[src/rtl/sdc_pkg.sv]
// Package: register word indices and bit positions shared by the sequencer.
// Assumes a 16-bit register data path.
package sdc_pkg;
    localparam int REG_W = 16;
    localparam int ADDR_W = 4;

    typedef enum logic [ADDR_W-1:0] {
        A_CLK  = 4'd0,
        A_STAT = 4'd1,
        A_CMD  = 4'd2,
        A_ARGH = 4'd3,
        A_ARGL = 4'd4,
        A_CTL  = 4'd5,
        A_MASK = 4'd6,
        A_IREQ = 4'd7,
        A_RESP = 4'd8
    } reg_addr_e;

    localparam int ST_TOUT   = 1;
    localparam int ST_CLKEN  = 8;
    localparam int ST_RSPOK  = 13;
    localparam int IR_ENDCMD = 2;
    localparam int IR_CLKOFF = 4;
    localparam int IR_RXF    = 5;
    localparam int IR_TXF    = 6;
    localparam int CT_DATA   = 2;
    localparam int CT_DMA    = 7;
    localparam int CT_HOLD   = 10;
    localparam logic [REG_W-1:0] CTL_KEEP = 16'h3dff;

    // Minimum byte count that each response type needs.
    function automatic int rsp_need(input logic [1:0] rtype);
        case (rtype)
            2'd0:    return 0;
            2'd2:    return 16;
            default: return 4;
        endcase
    endfunction
endpackage

[src/rtl/sdc_launch.sv]
// Module: decides when a command goes to the card and tracks the wait for
// its response. Assumes that at most one of ctl_wr and clk_start/clk_stop
// is active in a cycle (they share one register address).
module sdc_launch (
    input  logic clk,
    input  logic rst_n,
    input  logic ctl_wr,
    input  logic ctl_hold_new,
    input  logic ctl_hold_q,
    input  logic clk_en_q,
    input  logic clk_start,
    input  logic clk_stop,
    input  logic rsp_vld,
    output logic launch,
    output logic accept,
    output logic waiting,
    output logic card_req
);
    logic pending_q;
    logic launch_ctl, launch_clk, abort;

    // Launch conditions: a control write with the clock on, or a clock start with a command pending.
    always_comb begin
        launch_ctl = ctl_wr && !ctl_hold_new && clk_en_q;
        launch_clk = clk_start && !clk_stop && pending_q && !ctl_hold_q;
        launch     = launch_ctl || launch_clk;
        abort      = ctl_wr || clk_stop;
        accept     = waiting && rsp_vld && !abort;
    end

    // Pending flag, response-wait flag and the one-cycle request strobe.
    always_ff @(posedge clk) begin
        if (!rst_n) begin
            pending_q <= 1'b0;
            waiting   <= 1'b0;
            card_req  <= 1'b0;
        end else begin
            card_req <= launch;
            if (ctl_wr)          pending_q <= !launch_ctl;
            else if (launch_clk) pending_q <= 1'b0;
            if (launch)                waiting <= 1'b1;
            else if (abort || accept)  waiting <= 1'b0;
        end
    end
endmodule

[src/rtl/sdc_rsp_fifo.sv]
// Module: unpacks response bytes in pairs into 16-bit entries and pops them
// one per read. Assumes the clear and load inputs are never both active.
module sdc_rsp_fifo #(
    parameter int RSP_BYTES   = 16,
    parameter int RSP_ENTRIES = 9,
    parameter int LEN_W       = 5,
    parameter int PTR_W       = 4
) (
    input  logic                   clk,
    input  logic                   rst_n,
    input  logic                   clear,
    input  logic                   load,
    input  logic [LEN_W-1:0]       rsp_len,
    input  logic [RSP_BYTES*8-1:0] rsp_data,
    input  logic                   pop,
    output logic [15:0]            dout
);
    logic [15:0]      ent_q [RSP_ENTRIES];
    logic [PTR_W-1:0] ptr_q;

    for (genvar e = 0; e < RSP_ENTRIES; e++) begin : g_ent
        localparam int LO = 2 * e;
        localparam int HI = 2 * e + 1;
        logic [7:0] lo_b, hi_b;
        if (LO < RSP_BYTES) begin : g_lo
            assign lo_b = (int'(rsp_len) > LO) ? rsp_data[LO*8 +: 8] : 8'h00;
        end else begin : g_lo0
            assign lo_b = 8'h00;
        end
        if (HI < RSP_BYTES) begin : g_hi
            assign hi_b = (int'(rsp_len) > HI) ? rsp_data[HI*8 +: 8] : 8'h00;
        end else begin : g_hi0
            assign hi_b = 8'h00;
        end
        // Entry storage: zeroed at launch, filled by a good response.
        always_ff @(posedge clk) begin
            if (!rst_n || clear) ent_q[e] <= '0;
            else if (load)       ent_q[e] <= {hi_b, lo_b};
        end
    end

    // Read position: restarts with each command and each load, stops past the last entry.
    always_ff @(posedge clk) begin
        if (!rst_n || clear || load)                   ptr_q <= '0;
        else if (pop && ptr_q < PTR_W'(RSP_ENTRIES))   ptr_q <= ptr_q + 1'b1;
    end

    // Output the current entry, or zero once all entries have been read.
    always_comb begin
        dout = 16'h0000;
        for (int i = 0; i < RSP_ENTRIES; i++)
            if (ptr_q == PTR_W'(i)) dout = ent_q[i];
    end
endmodule

[src/rtl/sdc_irq_route.sv]
// Module: combines request bits with the mask into the CPU interrupt and
// moves the FIFO requests onto the DMA lines when DMA is selected.
module sdc_irq_route #(
    parameter int MASK_W = 13,
    parameter int RXF    = 5,
    parameter int TXF    = 6
) (
    input  logic [MASK_W-1:0] ireq,
    input  logic [MASK_W-1:0] mask,
    input  logic              dma_en,
    output logic              irq,
    output logic              dma_rx_req,
    output logic              dma_tx_req
);
    logic [MASK_W-1:0] eff_mask;

    // Effective mask: DMA mode also hides both FIFO request bits from the CPU.
    always_comb begin
        eff_mask = mask;
        if (dma_en) begin
            eff_mask[RXF] = 1'b1;
            eff_mask[TXF] = 1'b1;
        end
        irq        = |(ireq & ~eff_mask);
        dma_rx_req = dma_en && ireq[RXF];
        dma_tx_req = dma_en && ireq[TXF];
    end
endmodule

[src/rtl/sdcmd_seq.sv]
// Module: top level of the command sequencer. It holds the registers,
// decodes the register accesses and connects the launch logic, the response
// unpacker and the interrupt routing. Assumes one register access per cycle.
module sdcmd_seq #(
    parameter int IDX_W       = 6,
    parameter int RSP_BYTES   = 16,
    parameter int RSP_ENTRIES = 9,
    parameter int MASK_W      = 13
) (
    input  logic                   clk,
    input  logic                   rst_n,
    input  logic                   reg_wr,
    input  logic                   reg_rd,
    input  logic [3:0]             reg_addr,
    input  logic [15:0]            reg_wdata,
    output logic [15:0]            reg_rdata,
    output logic                   card_req,
    output logic [IDX_W-1:0]       card_idx,
    output logic [31:0]            card_arg,
    input  logic                   card_rsp_vld,
    input  logic [$clog2(RSP_BYTES+1)-1:0] card_rsp_len,
    input  logic [RSP_BYTES*8-1:0] card_rsp_data,
    input  logic                   rx_fifo_req,
    input  logic                   tx_fifo_req,
    output logic                   data_active,
    output logic                   irq,
    output logic                   dma_rx_req,
    output logic                   dma_tx_req
);
    import sdc_pkg::*;

    localparam int LEN_W = $clog2(RSP_BYTES + 1);
    localparam int PTR_W = $clog2(RSP_ENTRIES + 1);

    logic [IDX_W-1:0]  cmd_q;
    logic [31:0]       arg_q;
    logic [15:0]       ctrl_q;
    logic [MASK_W-1:0] mask_q;
    logic clk_en_q, tout_q, rspok_q, endcmd_q, clkoff_q;
    logic wr_clk, clk_start, clk_stop, ctl_wr, launch, accept, waiting, len_ok;
    logic [15:0]       status_q, resp_dout;
    logic [MASK_W-1:0] ireq_q;

    // Write decode for the clock-control and control registers.
    always_comb begin
        wr_clk    = reg_wr && reg_addr == A_CLK;
        clk_start = wr_clk && reg_wdata[1];
        clk_stop  = wr_clk && reg_wdata[0];
        ctl_wr    = reg_wr && reg_addr == A_CTL;
        len_ok    = int'(card_rsp_len) >= rsp_need(ctrl_q[1:0]);
    end

    // Software-loaded registers: index, argument halves, control and mask.
    always_ff @(posedge clk) begin
        if (!rst_n) begin
            cmd_q  <= '0;
            arg_q  <= '0;
            ctrl_q <= '0;
            mask_q <= '0;
        end else if (reg_wr) begin
            case (reg_addr)
                A_CMD:  cmd_q         <= reg_wdata[IDX_W-1:0];
                A_ARGH: arg_q[31:16]  <= reg_wdata;
                A_ARGL: arg_q[15:0]   <= reg_wdata;
                A_CTL:  ctrl_q        <= reg_wdata & CTL_KEEP;
                A_MASK: mask_q        <= reg_wdata[MASK_W-1:0];
                default: ;
            endcase
        end
    end

    // Clock enable and clock-off request: stop takes precedence over start.
    always_ff @(posedge clk) begin
        if (!rst_n) begin
            clk_en_q <= 1'b0;
            clkoff_q <= 1'b0;
        end else if (clk_stop) begin
            clk_en_q <= 1'b0;
            clkoff_q <= 1'b1;
        end else if (clk_start) begin
            clk_en_q <= 1'b1;
            clkoff_q <= 1'b0;
        end
    end

    // Command outcome: timeout, response-ok, end-command and the data-phase enable.
    always_ff @(posedge clk) begin
        if (!rst_n) begin
            tout_q      <= 1'b0;
            rspok_q     <= 1'b0;
            endcmd_q    <= 1'b0;
            data_active <= 1'b0;
        end else begin
            if (ctl_wr) begin
                tout_q   <= 1'b0;
                rspok_q  <= 1'b0;
                endcmd_q <= 1'b0;
            end else if (accept) begin
                endcmd_q <= 1'b1;
                tout_q   <= !len_ok;
                rspok_q  <= len_ok;
            end
            if (ctl_wr || clk_stop || launch) data_active <= 1'b0;
            else if (accept && len_ok)        data_active <= ctrl_q[CT_DATA];
        end
    end

    // Assemble the status word and the request register view.
    always_comb begin
        status_q = '0;
        status_q[ST_TOUT]  = tout_q;
        status_q[ST_CLKEN] = clk_en_q;
        status_q[ST_RSPOK] = rspok_q;
        ireq_q = '0;
        ireq_q[IR_ENDCMD] = endcmd_q;
        ireq_q[IR_CLKOFF] = clkoff_q;
        ireq_q[IR_RXF]    = rx_fifo_req;
        ireq_q[IR_TXF]    = tx_fifo_req;
    end

    // Read data multiplexer.
    always_comb begin
        case (reg_addr)
            A_STAT:  reg_rdata = status_q;
            A_CMD:   reg_rdata = 16'(cmd_q) | 16'h0040;
            A_ARGH:  reg_rdata = arg_q[31:16];
            A_ARGL:  reg_rdata = arg_q[15:0];
            A_CTL:   reg_rdata = ctrl_q;
            A_MASK:  reg_rdata = 16'(mask_q);
            A_IREQ:  reg_rdata = 16'(ireq_q);
            A_RESP:  reg_rdata = resp_dout;
            default: reg_rdata = 16'h0000;
        endcase
    end

    assign card_idx = cmd_q;
    assign card_arg = arg_q;

    sdc_launch u_launch (
        .clk          (clk),
        .rst_n        (rst_n),
        .ctl_wr       (ctl_wr),
        .ctl_hold_new (reg_wdata[CT_HOLD]),
        .ctl_hold_q   (ctrl_q[CT_HOLD]),
        .clk_en_q     (clk_en_q),
        .clk_start    (clk_start),
        .clk_stop     (clk_stop),
        .rsp_vld      (card_rsp_vld),
        .launch       (launch),
        .accept       (accept),
        .waiting      (waiting),
        .card_req     (card_req)
    );

    sdc_rsp_fifo #(
        .RSP_BYTES   (RSP_BYTES),
        .RSP_ENTRIES (RSP_ENTRIES),
        .LEN_W       (LEN_W),
        .PTR_W       (PTR_W)
    ) u_rsp (
        .clk      (clk),
        .rst_n    (rst_n),
        .clear    (launch),
        .load     (accept && len_ok),
        .rsp_len  (card_rsp_len),
        .rsp_data (card_rsp_data),
        .pop      (reg_rd && reg_addr == A_RESP),
        .dout     (resp_dout)
    );

    sdc_irq_route #(
        .MASK_W (MASK_W),
        .RXF    (IR_RXF),
        .TXF    (IR_TXF)
    ) u_irq (
        .ireq       (ireq_q),
        .mask       (mask_q),
        .dma_en     (ctrl_q[CT_DMA]),
        .irq        (irq),
        .dma_rx_req (dma_rx_req),
        .dma_tx_req (dma_tx_req)
    );
endmodule

[config.mk]
export PLATFORM = sky130hd
export DESIGN_NAME = sdcmd_seq
export DESIGN_NICKNAME = d
export VERILOG_FILES = /design/src/rtl/sdc_pkg.sv /design/src/rtl/sdc_launch.sv /design/src/rtl/sdc_rsp_fifo.sv /design/src/rtl/sdc_irq_route.sv /design/src/rtl/sdcmd_seq.sv
export SDC_FILE = /design/constraint.sdc
export NUM_CORES = 1
export LEC_CHECK = 0
export BUFFER_PORTS_ARGS = -buffer_cell sky130_fd_sc_hd__buf_4
export CAP_MARGIN = 20
export CORE_UTILIZATION = 35
export DETAILED_ROUTE_END_ITERATION = 7
export MAX_ROUTING_LAYER = met4
export SYNTH_ARGS = -nofsm -noshare
export SYNTH_HDL_FRONTEND = slang
export SYNTH_SLANG_ARGS = --single-unit
[constraint.sdc]
create_clock -name clk -period 8.6 [get_ports clk]
set_input_delay 0 -clock clk [delete_from_list [all_inputs] [get_ports clk]]
set_output_delay 0 -clock clk [all_outputs]
set_load 0.05 [all_outputs]
==> results of run 1 <==
## report_power, final
group	total (W)	internal (W)	switching [W]
registers	0.00108	0.00107	0.0000119
clock network	0.000965	0.000565	0.000400
logic	0.000289	0.000131	0.000158
total	0.00233	0.00176	0.000570
## state kept, by name, summed over array words and instances (netlist names)
register	count
u_rsp.ptr_q	4
clk_en_q	1
card_arg	32
data_active	1
clkoff_q	1
card_idx	6
ctrl_q	13
endcmd_q	1
u_launch.card_req	1
u_launch.waiting	1
tout_q	1
mask_q	13
rspok_q	1
u_rsp.ent_q	128
u_launch.pending_q	1
## cell usage after synthesis, types with 3 or more instances
| cell | instances |
|---|---|
| clkbuf_1 | 48 |
| o211ai_1 | 3 |
| dfxtp_1 | 77 |
| a21oi_1 | 110 |
| o221ai_1 | 15 |
| o311ai_1 | 5 |
| a21o_1 | 10 |
| nor3b_1 | 3 |
| a222oi_1 | 5 |
| o21ai_0 | 10 |
| nand3b_1 | 18 |
| ha_1 | 7 |
| o21a_1 | 7 |
| and2_1 | 7 |
| a221oi_1 | 21 |
| nand2b_1 | 10 |
| inv_1 | 29 |
| o22ai_1 | 6 |
| nand3_1 | 22 |
| and4bb_2 | 4 |
| nand2_1 | 244 |
| edfxtp_1 | 128 |
| nor2b_1 | 6 |
| nor4_2 | 16 |
| buf_1 | 9 |
| nor3_2 | 98 |
| nor4b_2 | 5 |
| buf_12 | 11 |
| a211oi_1 | 13 |
| buf_6 | 4 |
| a22o_1 | 8 |
| mux2i_1 | 15 |
| nor2_1 | 13 |
| buf_2 | 28 |
| a22oi_1 | 17 |
| a31oi_1 | 4 |
| nor4b_1 | 6 |
| a211o_1 | 4 |
| nor3_1 | 16 |
## path summary, 6_finish.rpt
| check | start | endpoint | slack (ns) | cells past startpoint |
|---|---|---|---|---|
| worst min register to register | u_launch.pending_q | u_launch.pending_q | 0.45 | 2 |
| worst max register to register | ctrl_q[0] | u_rsp.ent_q[6][6] | 5.17 | 7 |
| worst max-delay path | u_rsp.ptr_q[0] | reg_rdata[1] | 5.06 | 8 |
| worst min-delay path | reg_addr[2] | u_launch.pending_q | 0.08 | 4 |
## worst reg2reg max path: stages, from the launching register on
cell	delay, ns
dfxtp_1	0.34
ha_1	0.27
or3b_4	0.38
a31oi_4	0.28
nand2_8	0.37
nand3_4	0.53
buf_4	0.55
buf_16	0.34
## metrics by stage
stage                     worst slack, ns  hold slack, ns  utilization (%)  std cells  power [W]
after floorplan                      2.87           0.136                -       1103    0.00122
after detailed placement             5.18           0.270             41.3       1628    0.00133
after CTS                            5.12          0.0558             48.8       1826    0.00234
after global placement               5.02           0.260             41.2       1627    0.00133
final                                5.06          0.0820             48.8       1826    0.00233
after global routing                 4.92           0.104             48.8       1826    0.00240
## final cells by class
cell class / count / area [sq um]
inverters: 29 / 109
fillers: 2839 / 15800
well taps: 396 / 495
flip-flops and latches: 205 / 5390
clock buffers: 34 / 703
multi-input cells: 766 / 5010
clock inverters: 7 / 38.8
repair buffers: 389 / 3330
## timing repair
action | CTS | global route
resized for setup | 0 | 0
hold buffers | 157 | 0
setup endpoints to repair | 0 | 0
endpoints found under the hold margin | 201 | 0
## cell families after synthesis
kind of cell	count (synthesis)	synth area share (%)
flip-flops	205	48.5
buffers and inverters	132	6.73
AND/OR/NAND/NOR	483	26.6
adder cells (fa/ha/maj)	7	0.788
multiplexers	17	1.55
XOR/XNOR	2	0.158
AO/OA/AOI/OAI	257	15.7
## metal layers
metal	vias up	GRT usage (%)	routed length, microns
met5	-	-	0
met4	0	5.09	826
met3	53	2.67	2190
met2	396	37.1	17900
met1	4858	29.9	16000
li1	4654	-	-
==> impl_metrics.yaml, run 1 <==
yosys:
  netlist.area_leader.share_pct: 34.6
  yosysWarnings: 0
  yosys-top-cells-area: "edfxtp_1 (35%), dfxtp_1 (14%), nor3_2 (8.8%), nand2_1 (8.2%), a21oi_1 (5.0%)"
  ys_async_sr_fraction_pct: 0
  post_synth_num_cell_types: 72
  yosys.area.top_type: "edfxtp_1"
  average_footprint_of_a_synthesized_cell_sq_um: 10.1
  synth.yosys.seq_area_share_pct: 48.5
  yosys_most_used_dff: "edfxtp_1"
  syn_inst_count: 1103
  synth_area_sq_um: 11100
  ys_seq_elements: 205
  synth_fp_nets: 1270
  edff_count_synth: 128
global_routing:
  grt_antenna_before_repair: 0
  grt.overflow.total: 0
  grt_pass1_vias: 9458
  grt_first_pass_wirelength_microns: 55700
  grt_start_max_net_pins: 71
  groute.usage.overall_pct: 22.6
detailed_routing:
  routedWlPerCell_microns: 20.2
  drt.antenna.violating_nets: 0
  wirelength_microns: 36900
  route.vias.total: 9961
  via_density_per_instance: 5.46
  drc_errors: 0
  drt_pass1_iterations: 8
  first_iter_violations: 843
power_and_ir_drop:
  leakage_nw: 5.57
  power.density_nw_per_um2: 155
  vdd_ir_drop_max_mv: 0.157
floorplan:
  rows: 64
  starting_density_of_the_core_pct: 35.9
  chipWidth_microns: 180
  design.core.area_sq_um: 30900
  fp.dieArea_sq_um: 32500
  die_h_microns: 180
  top_level_ports: 219
timing:
  timing.final.crit_period_ns: 3.54
  report.final.hold_viol_count: 0
  finalClockSkew_ns: 0.0114
  timing.final.setup_violations: 0
  slew-limit-headroom_pct: 27.8
  clock.fmax_mhz: 283
  rsz_0062_raised_after_global_routing: "false"
  drv_slew: 0
  tightest_slew_ns: 1.08
  setup-tns-final_ns: 0
  fin_crit_sh_pct: 41.1
critical_path:
  worstSetupStartpointType: "register"
  critical_path_arrival_ns: 3.54
  endpoint_kind: "output pin"
  worst_setup_path_class: "reg2out"
  critPathSlowestCell: "nand2b_1"
  cp_slowest_stage_delay_ns: 0.68
  critical_path_fanouts_max: 49
  worstPathRequired_ns: 8.60
  chain_of_cells_forming_the_critical_path: "inv_1 > ha_1 > buf_4 > nand2b_1 > o22ai_1 > o21a_1 > o311ai_1 > buf_4"
  critPathBufInv: 3
  worst_path_dominant_cell_family: "buffers and inverters"
  crit_top_cell: "buf_4"
place:
  postPlaceCellArea_sq_um: 12800
  io_buffer_count: 218
  gp_congestion: 0.901
  dp_hpwl_microns: 25600
clocking:
  tritoncts: "done"
  clkSlewWorstSetupHoldPaths_ns: 0.06
  clock_sinks: 205
  root_buffer: "clkbuf_16"
  worst_skew_pair.late_latency_ns: 0.52
  htree_levels: 1
  clockBufferDepth: 3
  cts_made_buffers: 24
  cts_setup_buffers: 0
cells_and_area:
  final_common_cell: "nand2_1"
  finish.instance_area_sq_um: 15100
  most_used_cells_in_the_layout_excluding_fill_and_tap_cells: "nand2_1 (244), buf_4 (231), dlygate4sd3_1 (157)"
  antennaDiodeCount: 0
  final_layout_size_suffix_gt1_share_pct: 28.5
  nNetsFinal: 1582
  area_delta_synth_final_pct: 35.7
flow_run:
  maxCapViolations: 0
hold_path:
  worst_hold_path_type: "in2reg"
run_status:
  run_status: "complete, no violations"
(Power assumes the default switching activity.)
==> run 2, diff against run 1 <==
--- a/config.mk
+++ b/config.mk
@@ -5,6 +5,7 @@
 export SDC_FILE = /design/constraint.sdc
 export NUM_CORES = 1
 export LEC_CHECK = 0
+export ABC_AREA = 1
 export BUFFER_PORTS_ARGS = -buffer_cell sky130_fd_sc_hd__buf_4
 export CAP_MARGIN = 20
 export CORE_UTILIZATION = 35
==> constraint.sdc (replaced) <==
create_clock -name clk -period 3.6 [get_ports clk]
set_input_delay 0 -clock clk [delete_from_list [all_inputs] [get_ports clk]]
set_output_delay 0 -clock clk [all_outputs]
set_load 0.05 [all_outputs]
==> run 2 against run 1 <==
Against the previous run:
- non-clock buffer count grew 5
- global-route usage fell by 0.43 points
- sequential share of layout area is 0.12 points higher
- wire length decreased by 9.8%
- sequential power grew 140%
- synthesized area fell by 4.8%
- hold slack worse by 0.050 ns
- clock-buffer cell count is 3 lower
- final area decreased by 0.33%
==> impl_metrics.yaml, run 2 <==
critical_path:
  reg2reg_to: "u_rsp.ent_q[7][14]"
  chain_of_cells_forming_the_critical_path: "inv_1 > ha_1 > nand3_1 > buf_4 > nor2_1 > nor2_1 > nand2_1 > nand2_1 > nand2_1 > nand2_1 > buf_4"
  r2r-start: "ctrl_q[0]"
  start_point_of_the_critical_path: "u_rsp.ptr_q[1]"
  critical_path_fanouts_max: 26
  worst_setup_path_class: "reg2out"
  critPathSlowestCell: "nand3_1"
  worstPathRequired_ns: 3.60
  rr_worst_depth: 9
  crit_top_cell: "nand2_1"
  worst-r2r-setup-slack_ns: 1.14
  cp_slowest_stage_delay_ns: 0.62
  endpoint_kind: "output pin"
  critical_path_arrival_ns: 2.86
  worstSetupStartpointType: "register"
yosys:
  yosysWarnings: 0
  post_synth_num_cell_types: 36
  yosys-top-cells-area: "edfxtp_1 (36%), dfxtp_1 (15%), inv_1 (10%), nand2_1 (6.5%), nor2_1 (5.6%)"
  synth_fp_nets: 1469
  synth.yosys.seq_area_share_pct: 50.9
  edff_count_synth: 128
  average_footprint_of_a_synthesized_cell_sq_um: 8.12
  yosys_most_used_dff: "edfxtp_1"
  ys_async_sr_fraction_pct: 0
  most_instantiated_library_cell_after_synthesis: "inv_1"
  yosys.area.top_type: "edfxtp_1"
  netlist.area_leader.share_pct: 36.4
  synth_area_sq_um: 10600
  synth_common_cells: "inv_1 (281), nand2_1 (184), nor2_1 (157)"
  ys_seq_elements: 205
  syn_inst_count: 1302
floorplan:
  rows: 63
  top_level_ports: 219
  starting_density_of_the_core_pct: 35.6
  chipWidth_microns: 176
  fp.dieArea_sq_um: 30900
  die_h_microns: 176
  design.core.area_sq_um: 29700
place:
  gp_congestion: 0.886
  io_buffer_count: 218
  dp_hpwl_microns: 23600
clocking:
  cts.repair.resized: 0
  cts_setup_buffers: 0
  tritoncts: "done"
  clkSlewWorstSetupHoldPaths_ns: 0.06
  worst_skew_pair.late_latency_ns: 0.51
  root_buffer: "clkbuf_16"
  clockBufferDepth: 3
  htree_levels: 1
  clock_sinks: 205
  cts_made_buffers: 23
  ctsHoldBuffers: 163
detailed_routing:
  wirelength_microns: 33300
  route.vias.total: 9668
  drt_pass1_iterations: 5
  routedWlPerCell_microns: 16.0
  via_density_per_instance: 4.65
  first_iter_violations: 725
  route.layer.met1.wl_microns: 14900
  met2RoutedLength_microns: 15200
  drt.antenna.violating_nets: 0
  routed-wl-met3_microns: 1860
  top_signal_layer_used: "met4"
  drc_errors: 0
flow_run:
  maxCapViolations: 0
power_and_ir_drop:
  power_switching_share_pct: 23.3
  cellInternalPower_w: 0.00432
  vdd_ir_drop_max_mv: 0.236
  clock_power_share_pct: 43.0
  seq_power_share_pct: 45.8
  total_switching_power_w: 0.00131
  pwr-share-comb_pct: 11.2
  leakage_nw: 6.90
  power.density_nw_per_um2: 375
cells_and_area:
  largest_register_ff_count: 128
  final_common_cell: "inv_1"
  final_layout_size_suffix_gt1_share_pct: 22.5
  most_used_cells_in_the_layout_excluding_fill_and_tap_cells: "inv_1 (281), buf_4 (230), nand2_1 (184)"
  layout.filler_cells: 2722
  area_delta_synth_final_pct: 42.1
  nNetsFinal: 1840
  largest_register: "u_rsp.ent_q"
  antennaDiodeCount: 0
global_routing:
  grt.overflow.total: 0
  grt_pass1_vias: 9571
  groute.usage.overall_pct: 22.2
  grt_antenna_before_repair: 0
  grt_start_max_net_pins: 56
  grt_first_pass_wirelength_microns: 51300
timing:
  clock.fmax_mhz: 350
  report.final.hold_viol_count: 0
  timing.final.crit_period_ns: 2.86
  fin_crit_sh_pct: 79.4
  tightest_slew_ns: 0.941
  finalHoldWorstSlack_ns: 0.0323
  setup-tns-final_ns: 0
  finalClockSkew_ns: 0.00995
  slew-limit-headroom_pct: 37.1
  drv_slew: 0
  timing.final.setup_violations: 0
  rsz_0062_raised_after_global_routing: "false"
hold_path:
  timing.hold.worst_endpoint: "clk_en_q"
  hold_path.startpoint: "reg_addr[2]"
  worst_hold_path_type: "in2reg"
  holdPathStages: 6
run_status:
  run_status: "complete, no violations"
run 2: changes by cell type after synthesis, sizes merged, moves of 17 or more:
cell and delta:
a21oi -43, a221oi -17, a22oi -17, buf -44
inv +256, nand2 -49, nand3 +89, nand3b -17
nor2 +230, nor3 -111, o21ai +63
run 2: final cells by class:
type | instances | area [sq um] | share of cell area, %
Multi-Input combinational cell | 763 | 3930 | 26.1
Clock inverter | 10 | 126 | 0.841
Clock buffer | 31 | 646 | 4.30
Sequential cell | 205 | 5390 | 35.8
Timing Repair Buffer | 394 | 3380 | 22.5
Tap cell | 390 | 488 | 3.25
Inverter | 286 | 1070 | 7.15
run 2: worst max-delay path by stage:
stage	end	slack (ns)	depth (start not counted)
2_1_floorplan	u_rsp.ent_q[0][0]	0.91	7
3_3_place_gp	u_rsp.ent_q[0][4]	1.25	7
3_5_place_dp	reg_rdata[14]	1.19	11
4_1_cts	reg_rdata[14]	0.70	11
5_1_grt	reg_rdata[9]	0.50	11
6_report	reg_rdata[14]	0.74	11
run 2: through the flow:
step / instances / setup slack, ns / total power (W) / util (%) / area (sq um)
after floorplan: 1302 / 0.914 / 0.00285 / - / 10600
after global placement: 1875 / 1.25 / 0.00311 / 42.5 / 12600
after detailed placement: 1875 / 1.19 / 0.00312 / 42.5 / 12600
after CTS: 2079 / 0.703 / 0.00565 / 50.6 / 15000
after global routing: 2079 / 0.501 / 0.00579 / 50.6 / 15000
final: 2079 / 0.741 / 0.00563 / 50.6 / 15000
run 2: power groups by stage:
stage	Clock (W)	Sequential, W	Combinational (W)
4_1_cts	0.00245	0.00258	0.000626
5_1_grt	0.00252	0.00258	0.000681
6_report	0.00242	0.00258	0.000631
3_3_place_gp	0	0.00263	0.000489
3_5_place_dp	0	0.00263	0.000491
2_1_floorplan	0	0.00265	0.000203
run 2: critical path: cells and delay by family (launching register included):
family | cells | cell delay, ns
simple gates | 7 | 1.08
buf+inv | 3 | 0.74
flops | 1 | 0.33
fa+ha+maj | 1 | 0.19
run 2: cell families after synthesis:
group,count (synthesis),share of synthesized area (%)
and+or+nand+nor,576,26.9
xor gates and xnor gates,2,0.166
DFF,205,50.9
AOI/OAI and AO/OA,178,9.11
adders and majority gates,7,0.828
buffers and inverters,334,12.1
run 2: per-layer routing:
| metal | track usage, % | vias up |
|---|---|---|
| li1 | - | 4842 |
| met1 | 29.3 | 4438 |
| met2 | 34.6 | 313 |
| met3 | 2.68 | 75 |
| met4 | 8.99 | 0 |
| met5 | - | - |
